**config.mk**
```make
export PLATFORM = sky130hd
export DESIGN_NAME = wdt_timer
export DESIGN_NICKNAME = d
export VERILOG_FILES = /design/src/rtl/wdt_pkg.sv /design/src/rtl/wdt_prescale.sv /design/src/rtl/wdt_feed_chk.sv /design/src/rtl/wdt_count.sv /design/src/rtl/wdt_timer.sv
export SDC_FILE = /design/constraint.sdc
export NUM_CORES = 1
export LEC_CHECK = 0
export BUFFER_PORTS_ARGS = -buffer_cell sky130_fd_sc_hd__buf_2
export CAP_MARGIN = 20
export CORE_MARGIN = 8
export CORE_UTILIZATION = 30
export DETAILED_ROUTE_END_ITERATION = 16
export PLACE_DENSITY = 0.51
export SLEW_MARGIN = 25
export SYNTH_ARGS = -nofsm -noshare
export SYNTH_HDL_FRONTEND = slang
export SYNTH_SLANG_ARGS = --single-unit
```
**constraint.sdc**
```tcl
create_clock -name clk -period 2.1 [get_ports clk]
set_input_delay 0 -clock clk [delete_from_list [all_inputs] [get_ports clk]]
set_output_delay 0 -clock clk [all_outputs]
set_load 0.02 [all_outputs]
```
**src/rtl/wdt_pkg.sv**
```systemverilog
package wdt_pkg;
  localparam int ADDR_W = 3;
  localparam int DATA_W = 24;
  localparam logic [ADDR_W-1:0] A_CTRL   = 3'd0;
  localparam logic [ADDR_W-1:0] A_RELOAD = 3'd1;
  localparam logic [ADDR_W-1:0] A_FEED   = 3'd2;
  localparam logic [ADDR_W-1:0] A_COUNT  = 3'd3;
  localparam logic [ADDR_W-1:0] A_WARN   = 3'd4;
  localparam logic [7:0] KEY_FIRST  = 8'hAA;
  localparam logic [7:0] KEY_SECOND = 8'h55;
  localparam int B_EN = 0;
  localparam int B_MODE = 1;
  localparam int B_TOF = 2;
  localparam int B_WARN = 3;
  localparam int B_RUN = 4;
endpackage

```
**src/rtl/wdt_prescale.sv**
```systemverilog
module wdt_prescale #(
  parameter int DIV = 4
) (
  input  logic clk,
  input  logic rst_n,
  input  logic run,
  input  logic clr,
  output logic tick
);
  localparam int PW = (DIV > 1) ? $clog2(DIV) : 1;
  localparam logic [PW-1:0] LAST = PW'(DIV - 1);

  logic [PW-1:0] phase;

  always_ff @(posedge clk or negedge rst_n) begin
    if (!rst_n) phase <= '0;
    else if (clr || !run) phase <= '0;
    else if (phase == LAST) phase <= '0;
    else phase <= phase + 1'b1;
  end

  assign tick = run && !clr && (phase == LAST);

  // ticks never come back to back
  a_r5_tick_spacing: assert property (@(posedge clk) disable iff (!rst_n)
    tick |=> !tick);
endmodule

```
**src/rtl/wdt_feed_chk.sv**
```systemverilog
module wdt_feed_chk
  import wdt_pkg::*;
(
  input  logic              clk,
  input  logic              rst_n,
  input  logic              en,
  input  logic              acc,
  input  logic              we,
  input  logic [ADDR_W-1:0] addr,
  input  logic [7:0]        data,
  output logic              feed_ok,
  output logic              feed_bad
);
  logic armed;
  logic is_feed_wr;

  assign is_feed_wr = acc && we && (addr == A_FEED);

  always_comb begin
    feed_ok  = 1'b0;
    feed_bad = 1'b0;
    if (en && acc) begin
      if (armed) begin
        if (is_feed_wr && data == KEY_SECOND) feed_ok = 1'b1;
        else feed_bad = 1'b1;
      end else if (is_feed_wr && data != KEY_FIRST) begin
        feed_bad = 1'b1;
      end
    end
  end

  always_ff @(posedge clk or negedge rst_n) begin
    if (!rst_n) armed <= 1'b0;
    else if (!en) armed <= 1'b0;
    else if (acc) armed <= !armed && is_feed_wr && (data == KEY_FIRST);
  end

  // a feed never completes and faults at once
  a_r9_ok_bad_exclusive: assert property (@(posedge clk) disable iff (!rst_n)
    !(feed_ok && feed_bad));
  // a completed sequence clears the armed state
  a_r4_disarm: assert property (@(posedge clk) disable iff (!rst_n)
    feed_ok |=> !armed);
endmodule

```
**src/rtl/wdt_count.sv**
```systemverilog
module wdt_count #(
  parameter int CW = 24,
  parameter int WW = 10,
  parameter logic [CW-1:0] RST_VAL = CW'(255)
) (
  input  logic          clk,
  input  logic          rst_n,
  input  logic          load,
  input  logic [CW-1:0] reload,
  input  logic          run,
  input  logic          tick,
  input  logic [WW-1:0] warn_cmp,
  output logic [CW-1:0] count,
  output logic          expire,
  output logic          warn_hit
);
  logic step;
  assign step = run && tick && !load;

  always_ff @(posedge clk or negedge rst_n) begin
    if (!rst_n) count <= RST_VAL;
    else if (load) count <= reload;
    else if (step && count != '0) count <= count - 1'b1;
  end

  assign expire   = step && (count == '0);
  assign warn_hit = step && (count == CW'(warn_cmp));

  // without a tick or load the count holds
  a_r12_hold: assert property (@(posedge clk) disable iff (!rst_n)
    (!load && !tick) |=> $stable(count));
  // load takes the reload value
  a_r4_load: assert property (@(posedge clk) disable iff (!rst_n)
    load |=> count == $past(reload));
endmodule

```
**src/rtl/wdt_timer.sv**
```systemverilog
module wdt_timer
  import wdt_pkg::*;
#(
  parameter int CW = 24,
  parameter int WW = 10,
  parameter int DIV = 4
) (
  input  logic              clk,
  input  logic              rst_n,
  input  logic              bus_sel,
  input  logic              bus_we,
  input  logic [ADDR_W-1:0] bus_addr,
  input  logic [DATA_W-1:0] bus_wdata,
  output logic [DATA_W-1:0] bus_rdata,
  output logic              rst_req,
  output logic              to_irq,
  output logic              warn_irq
);
  localparam logic [CW-1:0] MIN_RELOAD = CW'(255);

  logic en, mode, act_mode, active, tof, warnf, intp;
  logic [CW-1:0] reload_q, count;
  logic [WW-1:0] warn_cmp;
  logic tick, expire, warn_hit, feed_ok, feed_bad, fault, eff_mode;
  logic wr_ctrl, wr_reload, wr_warn;

  assign wr_ctrl   = bus_sel && bus_we && bus_addr == A_CTRL;
  assign wr_reload = bus_sel && bus_we && bus_addr == A_RELOAD;
  assign wr_warn   = bus_sel && bus_we && bus_addr == A_WARN;
  assign fault     = expire || feed_bad;
  assign eff_mode  = active ? act_mode : mode;

  wdt_prescale #(.DIV(DIV)) u_pre (
    .clk(clk), .rst_n(rst_n), .run(active), .clr(feed_ok), .tick(tick));

  wdt_feed_chk u_feed (
    .clk(clk), .rst_n(rst_n), .en(en), .acc(bus_sel), .we(bus_we),
    .addr(bus_addr), .data(bus_wdata[7:0]),
    .feed_ok(feed_ok), .feed_bad(feed_bad));

  wdt_count #(.CW(CW), .WW(WW), .RST_VAL(MIN_RELOAD)) u_cnt (
    .clk(clk), .rst_n(rst_n), .load(feed_ok), .reload(reload_q),
    .run(active), .tick(tick), .warn_cmp(warn_cmp),
    .count(count), .expire(expire), .warn_hit(warn_hit));

  always_ff @(posedge clk or negedge rst_n) begin
    if (!rst_n) begin
      en <= 1'b0;
      mode <= 1'b0;
      act_mode <= 1'b0;
      active <= 1'b0;
      tof <= 1'b0;
      warnf <= 1'b0;
      intp <= 1'b0;
      rst_req <= 1'b0;
      reload_q <= MIN_RELOAD;
      warn_cmp <= '0;
    end else begin
      if (fault) en <= 1'b0;
      else if (wr_ctrl && bus_wdata[B_EN]) en <= 1'b1;
      if (wr_ctrl && bus_wdata[B_MODE]) mode <= 1'b1;
      if (feed_ok) act_mode <= mode;
      if (fault) active <= 1'b0;
      else if (feed_ok) active <= 1'b1;
      if (fault) tof <= 1'b1;
      else if (wr_ctrl && bus_wdata[B_TOF]) tof <= 1'b0;
      if (fault && !eff_mode) intp <= 1'b1;
      else if (wr_ctrl && bus_wdata[B_TOF]) intp <= 1'b0;
      if (warn_hit) warnf <= 1'b1;
      else if (wr_ctrl && bus_wdata[B_WARN]) warnf <= 1'b0;
      rst_req <= fault && eff_mode;
      if (wr_reload)
        reload_q <= (CW'(bus_wdata) < MIN_RELOAD) ? MIN_RELOAD : CW'(bus_wdata);
      if (wr_warn) warn_cmp <= WW'(bus_wdata);
    end
  end

  always_comb begin
    bus_rdata = '0;
    case (bus_addr)
      A_CTRL: begin
        bus_rdata[B_EN]   = en;
        bus_rdata[B_MODE] = mode;
        bus_rdata[B_TOF]  = tof;
        bus_rdata[B_WARN] = warnf;
        bus_rdata[B_RUN]  = active;
      end
      A_RELOAD: bus_rdata = DATA_W'(reload_q);
      A_COUNT:  bus_rdata = DATA_W'(count);
      A_WARN:   bus_rdata = DATA_W'(warn_cmp);
      default:  bus_rdata = '0;
    endcase
  end

  assign to_irq   = intp;
  assign warn_irq = warnf;

  // enable stays set unless an event occurs
  a_r3_enable_sticky: assert property (@(posedge clk) disable iff (!rst_n)
    (en && !expire && !feed_bad) |=> en);
  // reset request lasts a single cycle
  a_r6_pulse: assert property (@(posedge clk) disable iff (!rst_n)
    rst_req |=> !rst_req);
  // stored reload never below the minimum
  a_r2_clamp: assert property (@(posedge clk) disable iff (!rst_n)
    reload_q >= MIN_RELOAD);
  // an event stops the counter
  a_r12_stop: assert property (@(posedge clk) disable iff (!rst_n)
    (expire || feed_bad) |=> (!active && !en));
endmodule

```
==> impl_results.md, run 1 <==
* Crit-path max FO at 4
* Largest net degree at the start of global routing at 34
* Post-DR wirelength/cell at 17.1 um
* Fmax at 478 MHz
* Data arrival time of the worst path at 2.29 ns
* Syn Inst Count at 400
* Longest Clk Path Bufs at 2
* Most used DFF post-synth: dfrtp_1
* Final Hold Violating Endpoints at 0
* Most frequent cell after synthesis: dfrtp_1
* Clock share of power at 0.401
* Final setup vio count at 0
* Power Total at 3770 uW
* Startpoint Class: flip-flop
* Antenna cells at 0
* CTS Buf Count at 9
* I/O pins at 58
* RSZ-0062 raised after global routing: true
* GPL Wtd Cong at 0.789
* Count of final max-slew check failures at 0
* Cell variety after synth at 54
* Sequential fraction of the synthesis area at 0.442
* Warnings, synthesis at 0
* Fillers at 1360
* Top Family by Delay on Critical Path: simple AND/OR/NAND/NOR gates
* Yosys reg bits at 69
* Internal Power at 2780 uW
* CP Capture Type: flip-flop
* Worst-margin pin slew at 0.721 ns
* Initial antenna violation count at 0
* Initial DRC Count at 158
* Post-synth top cells: dfrtp_1 (53), nor2_1 (51), nand2_1 (28), mux2_2 (26), mux2i_1 (26)
* Pwr Density at 718 nW/um^2
* Global-route wire length before repair at 19200 um
* WS Path Type: flip-flop to flip-flop
* CP required at 2.30 ns
* GR Util All Layers at 0.146
* WHS at 0.0133 ns
* Initial core utilization at 0.303
* Max H-tree Level at 3
* Vias post-DR at 3485
* Final ANT Viol Nets at 0
* Worst Path Buf+Inv at 2
* Slowest stage cell, crit path: or4b_4
* R2R Setup Slk at 0.009 ns
* Clk_lat worst skew at 0.33 ns
* Area after DPL at 4620 um^2
* Area of the multi-input gates at 2150 um^2
* Clock root buffer master: clkbuf_16
* Clock-pin slew on the worst setup and hold paths at 0.06 ns
* VDD IR max at 0.413 mV
* Clk_skew at 0.00858 ns
* Die area at 17100 um^2
* CTS tree: done
* DRT Wirelength at 11700 um
* Post-synth EDFFs at 0
* Vias per inst at 5.09
* DP Wirelength at 8600 um
* Critical path's largest stage delay at 0.51 ns
* Design area at 5250 um^2
* Cell accounting for the most synthesized area: dfrtp_1
* Slew HR at 0.512
* Nets at 537
* Gr ovfl total at 0
* Die X at 131 um
* Crit-path cells: inv_2 -> ha_4 -> or4b_4 -> or3_4 -> o211ai_4 -> buf_4 -> a31oi_1
* Status: finished clean
* Post-synth top area share at 0.336
* TritonRoute pass-1 iters at 4
* Register area at 1750 um^2
* Core box area at 13000 um^2
* Synth area leaders: dfrtp_1 (34%), dfstp_2 (11%), mux2_2 (7.4%), mux2i_1 (6.6%), nor2_1 (4.8%)
* IO Port Bufs at 57
* P&R area growth vs syn at 32.8%
* Switching power at 991 uW
* Clk sink count at 69
* Reg power frac at 0.447
* Leak at 0.00217 uW
* Syn Area/Cell at 9.88 um^2
* # DRC at 0
* Synthesized net count at 433
* Vias in the first global route at 3589
* Die height at 131 um
* Worst Hold Class: primary input to flip-flop
* Tcrit/Tclk final at 0.995
* Post-synth ARST share at 1.00
* Switching share of power at 0.263
* Comb pwr share at 0.152
* Max-Cap Viols at 0
* Row cnt at 42
* Final Critical Period at 2.09 ns
* Mapped Area at 3950 um^2
* Share of cells above drive strength 1 at 0.332
## flip-flops by register name, indices dropped and copies added (netlist names)
register      count
to_irq            1
act_mode          1
rst_req           1
u_feed.armed      1
mode              1
tof               1
en                1
u_pre.phase       2
active            1
warn_irq          1
u_cnt.count      24
reload_q         24
warn_cmp         10
## worst reg2reg max path: cells and delay by family, from the launching register on
family | cells | cell delay, ns
and+or+nand+nor | 2 | 0.94
buffers and inverters | 2 | 0.20
AOI/OAI and AO/OA | 2 | 0.30
adders and majority gates | 1 | 0.14
DFF | 1 | 0.37
## cells in the final DEF, fill, tap and decap left out, types with 3 or more instances in the layout
master and n:
nand4_1 6, nand2b_1 3, nand3_1 5, a21oi_1 21, mux2i_1 26, nor3_1 5
or4_1 3, nor4_2 3, dlygate4sd3_1 25, buf_2 57, o22a_1 9, xor2_1 18
nor2_1 51, or3_1 5, mux2_2 26, dfstp_2 16, o21ai_0 18, buf_4 34
o211ai_1 5, a31oi_1 12, inv_1 4, nor4_1 9, xnor2_1 6, nand2_1 28
dfrtp_1 53, clkbuf_16 9
## area by class of cell
cell class / instances / area share
clock buffers: 12 / 0.0470
clock inverters: 4 / 0.00906
inverters: 6 / 0.00429
multi-input cells: 301 / 0.410
flip-flops and latches: 69 / 0.333
well taps: 176 / 0.0420
repair buffers: 117 / 0.155
## per-layer routing
metal,global-route usage,wire (um),vias up
met1,0.184,5270,1741
met3,0.0268,384,16
met2,0.242,5830,55
met4,0.0581,218,0
li1,-,-,1673
met5,0,0,-
## kinds of logic (layout without fill, tap and decap cells)
family | count (synthesis) | count (layout) | synth area share
multiplexers | 52 | 52 | 0.140
XOR/XNOR | 24 | 24 | 0.0532
adder cells (fa/ha/maj) | 2 | 2 | 0.00633
AO/OA/AOI/OAI | 79 | 79 | 0.128
buffers and inverters | 30 | 139 | 0.0317
flip-flops | 69 | 69 | 0.442
AND/OR/NAND/NOR | 144 | 144 | 0.199
## repair_timing
item / in CTS / in global routing
hold endpoints to repair: 50 / 0
endpoints found under the setup margin: 0 / 9
resized for setup: 0 / 12
hold buffers: 25 / 0
buffers inserted: 0 / 2
## path summary, 6_finish.rpt
path                                       startpoint                           to  cells past startpoint
setup / recovery           u_cnt.count[1]$_DFFE_PN1P_  u_cnt.count[15]$_DFFE_PN0P_                      7
setup reg to reg           u_cnt.count[1]$_DFFE_PN1P_  u_cnt.count[15]$_DFFE_PN0P_                      7
max in group asynchronous                       rst_n   u_cnt.count[4]$_DFFE_PN1P_                      3
min in group asynchronous                       rst_n      warn_cmp[7]$_DFFE_PN0P_                      2
hold / removal                                bus_sel     u_feed.armed$_DFFE_PN0P_                      4
hold reg to reg              u_pre.phase[0]$_DFF_PN0_     u_pre.phase[0]$_DFF_PN0_                      1
## power by group through the flow
| stage | Combinational [uW] | Clock [uW] | Sequential, uW |
|---|---|---|---|
| floorplan | 366 | 0 | 1660 |
| global route | 638 | 1600 | 1710 |
| CTS | 586 | 1530 | 1680 |
| detailed placement | 548 | 0 | 1710 |
| global placement | 538 | 0 | 1700 |
| finish | 575 | 1510 | 1680 |
## through the flow
stage | setup WS [ns] | util | std cells | setup TNS [ns]
after global placement | 0.0682 | 0.355 | 642 | 0
after global routing | -0.0729 | 0.403 | 685 | -0.306
after detailed placement | 0.0374 | 0.355 | 642 | 0
after floorplan | 0.0986 | - | 400 | 0
final | 0.00946 | 0.403 | 685 | 0
after CTS | 0.0144 | 0.396 | 683 | 0
Note: power is estimated with default switching activity, not from simulation.
==> inputs of run 2 (changes only) <==
Settings changed: ABC_AREA set to 1, PLACE_DENSITY 0.51 to 0.49.
Clock period 2.1 ns to 2.2 ns, I/O delays scaled along.
==> run 2 against run 1 <==
First-iteration DRC count increased by 90%. Non-clock buffer count shrank 21. Power shrank 4.8%. Highest routed layer unchanged.
==> impl_results.md, run 2 <==
* Nets at 763
* Post-synth EDFFs at 0
* Leak at 0.00288 uW
* Cell variety after synth at 36
* Sequential fraction of the synthesis area at 0.393
* Synthesized net count at 680
* Die area at 19000 um^2
* Warnings, synthesis at 0
* Gr ovfl total at 0
* CP Capture Type: flip-flop
* Clk_lat worst skew at 0.34 ns
* GR Util All Layers at 0.166
* WS Path Type: flip-flop to flip-flop
* Cell accounting for the most synthesized area: dfrtp_1
* Worst r2r path cells at 9
* Most frequent cells in the layout: nand2_1 (222), inv_1 (72), nor2_1 (62), buf_2 (57)
* Core Util, Final at 0.379
* Most frequent cell after synthesis: nand2_1
* DRT Wirelength at 15300 um
* Final Hold Violating Endpoints at 0
* RSZ-0062 raised after global routing: false
* RR Endpoint: u_cnt.count[12]$_DFFE_PN0P_
* CTS tree: done
* Yosys reg bits at 69
* Die height at 138 um
* I/O pins at 58
* P&R area growth vs syn at 23.6%
* Final Critical Period at 1.87 ns
* R2R Setup Slk at 0.33 ns
* Fmax at 535 MHz
* Largest net degree at the start of global routing at 43
* Longest Clk Path Bufs at 2
* Vias per inst at 5.03
* # DRC at 0
* Clock-pin slew on the worst setup and hold paths at 0.06 ns
* Tcrit/Tclk final at 0.850
* Core box area at 14500 um^2
* Worst Setup EP: u_cnt.count[12]$_DFFE_PN0P_
* Postcts setup bufs at 0
* Clk_skew at 0.00915 ns
* IO Port Bufs at 57
* Initial DRC Count at 300
* Syn Inst Count at 647
* Worst Hold Class: primary input to flip-flop
* VDD IR max at 0.315 mV
* Antenna cells at 0
* Post-synth ARST share at 1.00
* Data arrival time of the worst path at 2.14 ns
* Final WS setup at 0.330 ns
* Crit path from: u_cnt.count[0]$_DFFE_PN1P_
* TritonRoute pass-1 iters at 5
* Most used DFF post-synth: dfrtp_1
* Max-Cap Viols at 0
* Vias post-DR at 4621
* Initial core utilization at 0.307
* Post-synth top area share at 0.298
* Initial antenna violation count at 0
* Max H-tree Level at 3
* Startpoint Class: flip-flop
* Dpl ws at 0.339 ns
* Vias in the first global route at 4467
* Count of final max-slew check failures at 0
* Global-route wire length before repair at 24300 um
* Final ANT Viol Nets at 0
* Area of the multi-input gates at 2270 um^2
* Fillers at 1514
* Synth area leaders: dfrtp_1 (30%), nand2_1 (19%), dfstp_2 (9.5%), inv_1 (6.1%), nand3_1 (6.1%)
* Share of cells above drive strength 1 at 0.159
* Reg-to-reg startpoint: u_cnt.count[0]$_DFFE_PN1P_
* GPL Wtd Cong at 0.855
* Clock root buffer master: clkbuf_16
* Clk sink count at 69
* Slew HR at 0.478
* Row cnt at 44
* CP required at 2.47 ns
* DP Wirelength at 11300 um
* Worst-margin pin slew at 0.783 ns
* CTS Buf Count at 9
* Die X at 138 um
* Post-synth top cells: nand2_1 (222), inv_1 (72), nor2_1 (62), nand3_1 (54), dfrtp_1 (53)
* Top flop regs: reload_q (24), u_cnt.count (24), warn_cmp (10)
* Crit-path max FO at 24
* Mapped Area at 4440 um^2
* Syn Area/Cell at 6.87 um^2
* Final setup vio count at 0
* Status: finished clean
* WHS at 0.0189 ns
* Commonest non-fill, non-tap cell in the layout: nand2_1
* Post-DR wirelength/cell at 16.7 um
* Pwr Density at 653 nW/um^2
* Register area at 1750 um^2
* Setup_tns at 0 ns
-- run 2: cells by family (layout without fill, tap and decap cells) --
kind of cell / after synthesis / after routing / synth area share
simple gates: 383 / 383 / 0.377
buf+inv: 100 / 188 / 0.0966
compound gates: 78 / 78 / 0.0971
flops: 69 / 69 / 0.393
xor+xnor: 13 / 13 / 0.0256
fa+ha+maj: 2 / 2 / 0.00563
mux: 2 / 2 / 0.00507
-- run 2: area by class of cell --
type	instances	share of cell area
clock buffers	13	0.0474
clock inverters	3	0.00797
inverters	76	0.0519
multi-input cells	478	0.414
flip-flops and latches	69	0.318
well taps	184	0.0419
repair buffers	96	0.119
-- run 2: repair_timing --
item | 4_1_cts | 5_1_grt
hold endpoints to repair | 54 | 0
endpoints found under the setup margin | 0 | 1
hold buffers | 25 | 0
resized for setup | 0 | 1
-- run 2: critical path, cell delays in order, from the launching register on --
cell and delay [ns]:
dfstp_2 0.57, inv_1 0.08, ha_1 0.24, nand2_1 0.15, nor2_2 0.08, nand3_2 0.11
nand4_4 0.12, nand2_4 0.29, nand2_1 0.10, nand2_1 0.06
-- run 2: per-layer routing --
| metal | global-route usage | wire (um) | vias up |
|---|---|---|---|
| met5 | 0 | 0 | - |
| met1 | 0.232 | 7200 | 2195 |
| met2 | 0.259 | 7040 | 151 |
| li1 | - | - | 2258 |
| met3 | 0.0237 | 791 | 17 |
| met4 | 0.0531 | 272 | 0 |
-- run 2: stage by stage --
step           instance area [um^2]  power (uW)  instances
2_1_floorplan                  4440        1810        647
3_3_place_gp                   4930        2060        878
3_5_place_dp                   4930        2070        878
4_1_cts                        5490        3610        919
5_1_grt                        5490        3740        919
6_report                       5490        3590        919
-- run 2: report_power, final --
part | internal [uW] | switching [uW]
Combinational | 187 | 308
Clock | 941 | 559
Sequential | 1440 | 155
-- run 2: how the worst min path moves through the flow --
stage / start / depth (start not counted) / endpoint / slack, ns
CTS: bus_sel / 3 / u_feed.armed$_DFFE_PN0P_ / 0.01
finish: bus_sel / 3 / u_feed.armed$_DFFE_PN0P_ / 0.02
detailed placement: rst_n / 1 / reload_q[21]$_DFFE_PN0P_ / 0.11
floorplan: rst_n / 0 / act_mode$_DFFE_PN0P_ / -0.30
global route: bus_sel / 3 / u_feed.armed$_DFFE_PN0P_ / 0.05
global placement: rst_n / 1 / reload_q[23]$_DFFE_PN0P_ / 0.1
==> inputs of run 3 (changes only) <==
--- a/config.mk
+++ b/config.mk
@@ -11,5 +11,5 @@
 export CORE_MARGIN = 8
-export CORE_UTILIZATION = 30
+export CORE_UTILIZATION = 58
 export DETAILED_ROUTE_END_ITERATION = 16
-export PLACE_DENSITY = 0.49
+export PLACE_DENSITY = 0.82
 export SLEW_MARGIN = 25
--- a/constraint.sdc
+++ b/constraint.sdc
@@ -3,2 +3,2 @@
 set_output_delay 0 -clock clk [all_outputs]
-set_load 0.02 [all_outputs]
+set_load 0.1 [all_outputs]
==> run 3 against run 2 <==
Die area decreased by 43%. Power decreased by 11%. Sequential cell count unchanged. Clock power decreased by 36%. Register-to-register slack got worse by 0.03 ns. Count of clock-buffer cells in the layout unchanged. Design area decreased by 4.4%. Non-clock buffer count decreased by 1. Hold slack got worse by 0.0087 ns. Final cell count decreased by 9.0%. Sequential power about the same. Setup slack got worse by 0.031 ns. Critical endpoint is now u_cnt.count[7]$_DFFE_PN1P_. Largest cell class unchanged.
==> impl_results.md, run 3 (synthesis gave the netlist of run 2 again) <==
* DRT Wirelength at 13500 um
* Core box area at 7570 um^2
* Top Family by Delay on Critical Path: simple AND/OR/NAND/NOR gates
* WS Path Type: flip-flop to flip-flop
* Top flop regs: reload_q (24), u_cnt.count (24), warn_cmp (10)
* Die area at 10700 um^2
* I/O pins at 58
* Vias post-DR at 4761
* Most frequent cells in the layout: nand2_1 (222), inv_1 (72), nor2_1 (62), buf_2 (57), nand3_1 (54)
* Final Hold Violating Endpoints at 0
* Status: finished clean
* Max H-tree Level at 3
* CTS Buf Count at 9
* Slowest stage cell, crit path: dfstp_2
* Die X at 104 um
* R2R Setup Slk at 0.30 ns
* Nets at 762
* Top cell by count, worst path: nand2_1
* Post-DR wirelength/cell at 16.1 um
* Commonest non-fill, non-tap cell in the layout: nand2_1
* Power Total at 3210 uW
* Row cnt at 32
* Clock root buffer master: clkbuf_8
* Initial DRC Count at 603
* Critical path's largest stage delay at 0.56 ns
* Final setup vio count at 0
* Core Util, Final at 0.694
* Vias per inst at 5.69
* GPL Wtd Cong at 0.939
* Data arrival time of the worst path at 2.19 ns
* Setup_tns at 0 ns
* Worst Path Buf+Inv at 1
* Clk_skew at 0.00923 ns
* VDD IR max at 0.451 mV
* TritonRoute pass-1 iters at 5
* # hold bufs at CTS at 25
* Global-route wire length before repair at 22500 um
* # resized after CTS at 0
* Final ANT Viol Nets at 0
* Largest net degree at the start of global routing at 45
* GR Util All Layers at 0.254
* CTS tree: done
* Count of final max-slew check failures at 0
* Fmax at 526 MHz
* # DRC at 0
* Clock-pin slew on the worst setup and hold paths at 0.08 ns
* CP required at 2.49 ns
* Initial core utilization at 0.587
* Die height at 104 um
* Worst Hold Class: primary input to flip-flop
* CP Capture Type: flip-flop
* Postcts setup bufs at 0
* Crit-path max FO at 24
* Clk sink count at 69
* Tcrit/Tclk final at 0.864
* Vias in the first global route at 4537
* P&R area growth vs syn at 18.2%
* WHS at 0.0101 ns
* Pwr Density at 611 nW/um^2
* Slew HR at 0.486
* IO Port Bufs at 57
* Antenna cells at 0
* Share of cells above drive strength 1 at 0.157
* Crit. path cell count at 9
* Worst-margin pin slew at 0.770 ns
* Max-Cap Viols at 0
* Final Critical Period at 1.90 ns
* Initial antenna violation count at 0
* Worst r2r path cells at 9
* Clk_lat worst skew at 0.35 ns
* Crit-path cells: inv_1 -> ha_1 -> nand2_1 -> nor2_2 -> nand3_2 -> nand4_4 -> nand2_4 -> nand2_1 -> nand2_1
* Longest Clk Path Bufs at 2
* Hold depth at 3
* DP Wirelength at 9740 um
* Leak at 0.00281 uW
* RSZ-0062 raised after global routing: false
* Gr ovfl total at 0
* Startpoint Class: flip-flop
run 3: cell count changes in the layout (fill, tap and decap cells not counted), sizes merged:
cell	change
clkinvlp	+2
buf	-1
bufinv	-1
clkinv	-1
run 3: final cells by class:
class,count,area [um^2]
Tap cell,102,128
Clock buffer,13,159
Multi-Input combinational cell,478,2270
Clock inverter,3,20.0
Timing Repair Buffer,95,646
Fill cell,621,2310
Sequential cell,69,1750
Inverter,76,285
run 3: layer usage:
metal,track usage,wire [um],vias up
met4,0.0871,299,0
met1,0.332,5660,2224
met5,0,0,-
li1,-,-,2258
met2,0.386,6000,253
met3,0.0818,1500,26
run 3: worst reg2reg max path, delay by kind of cell, from the launching register on:
family,cells,cell delay (ns)
AND/OR/NAND/NOR,7,0.98
adder cells (fa/ha/maj),1,0.23
buffers and inverters,1,0.07
flip-flops,1,0.56
run 3: final timing paths:
path / startpoint / endpoint
max in group asynchronous: rst_n / u_cnt.count[4]$_DFFE_PN1P_
min: bus_sel / u_feed.armed$_DFFE_PN0P_
max reg2reg: u_cnt.count[0]$_DFFE_PN1P_ / u_cnt.count[7]$_DFFE_PN1P_
min in group asynchronous: rst_n / reload_q[17]$_DFFE_PN0P_
min reg2reg: u_pre.phase[0]$_DFF_PN0_ / u_pre.phase[0]$_DFF_PN0_
max: u_cnt.count[0]$_DFFE_PN1P_ / u_cnt.count[7]$_DFFE_PN1P_
run 3: per-stage QoR:
| stage | setup slack [ns] | std cells | cell area [um^2] |
|---|---|---|---|
| after CTS | 0.310 | 836 | 5250 |
| after global routing | 0.150 | 836 | 5250 |
| after global placement | 0.376 | 795 | 4820 |
| final | 0.299 | 836 | 5250 |
| after floorplan | 0.0470 | 647 | 4440 |
| after detailed placement | 0.312 | 795 | 4820 |
run 3: report_power, final:
| group | total, uW | internal, uW | leakage (uW) | switching [uW] |
|---|---|---|---|---|
| sequential | 1580 | 1440 | 0.000851 | 139 |
| clock | 963 | 470 | 0.0000857 | 493 |
| combinational | 671 | 188 | 0.00187 | 484 |
| total | 3210 | 2100 | 0.00281 | 1120 |
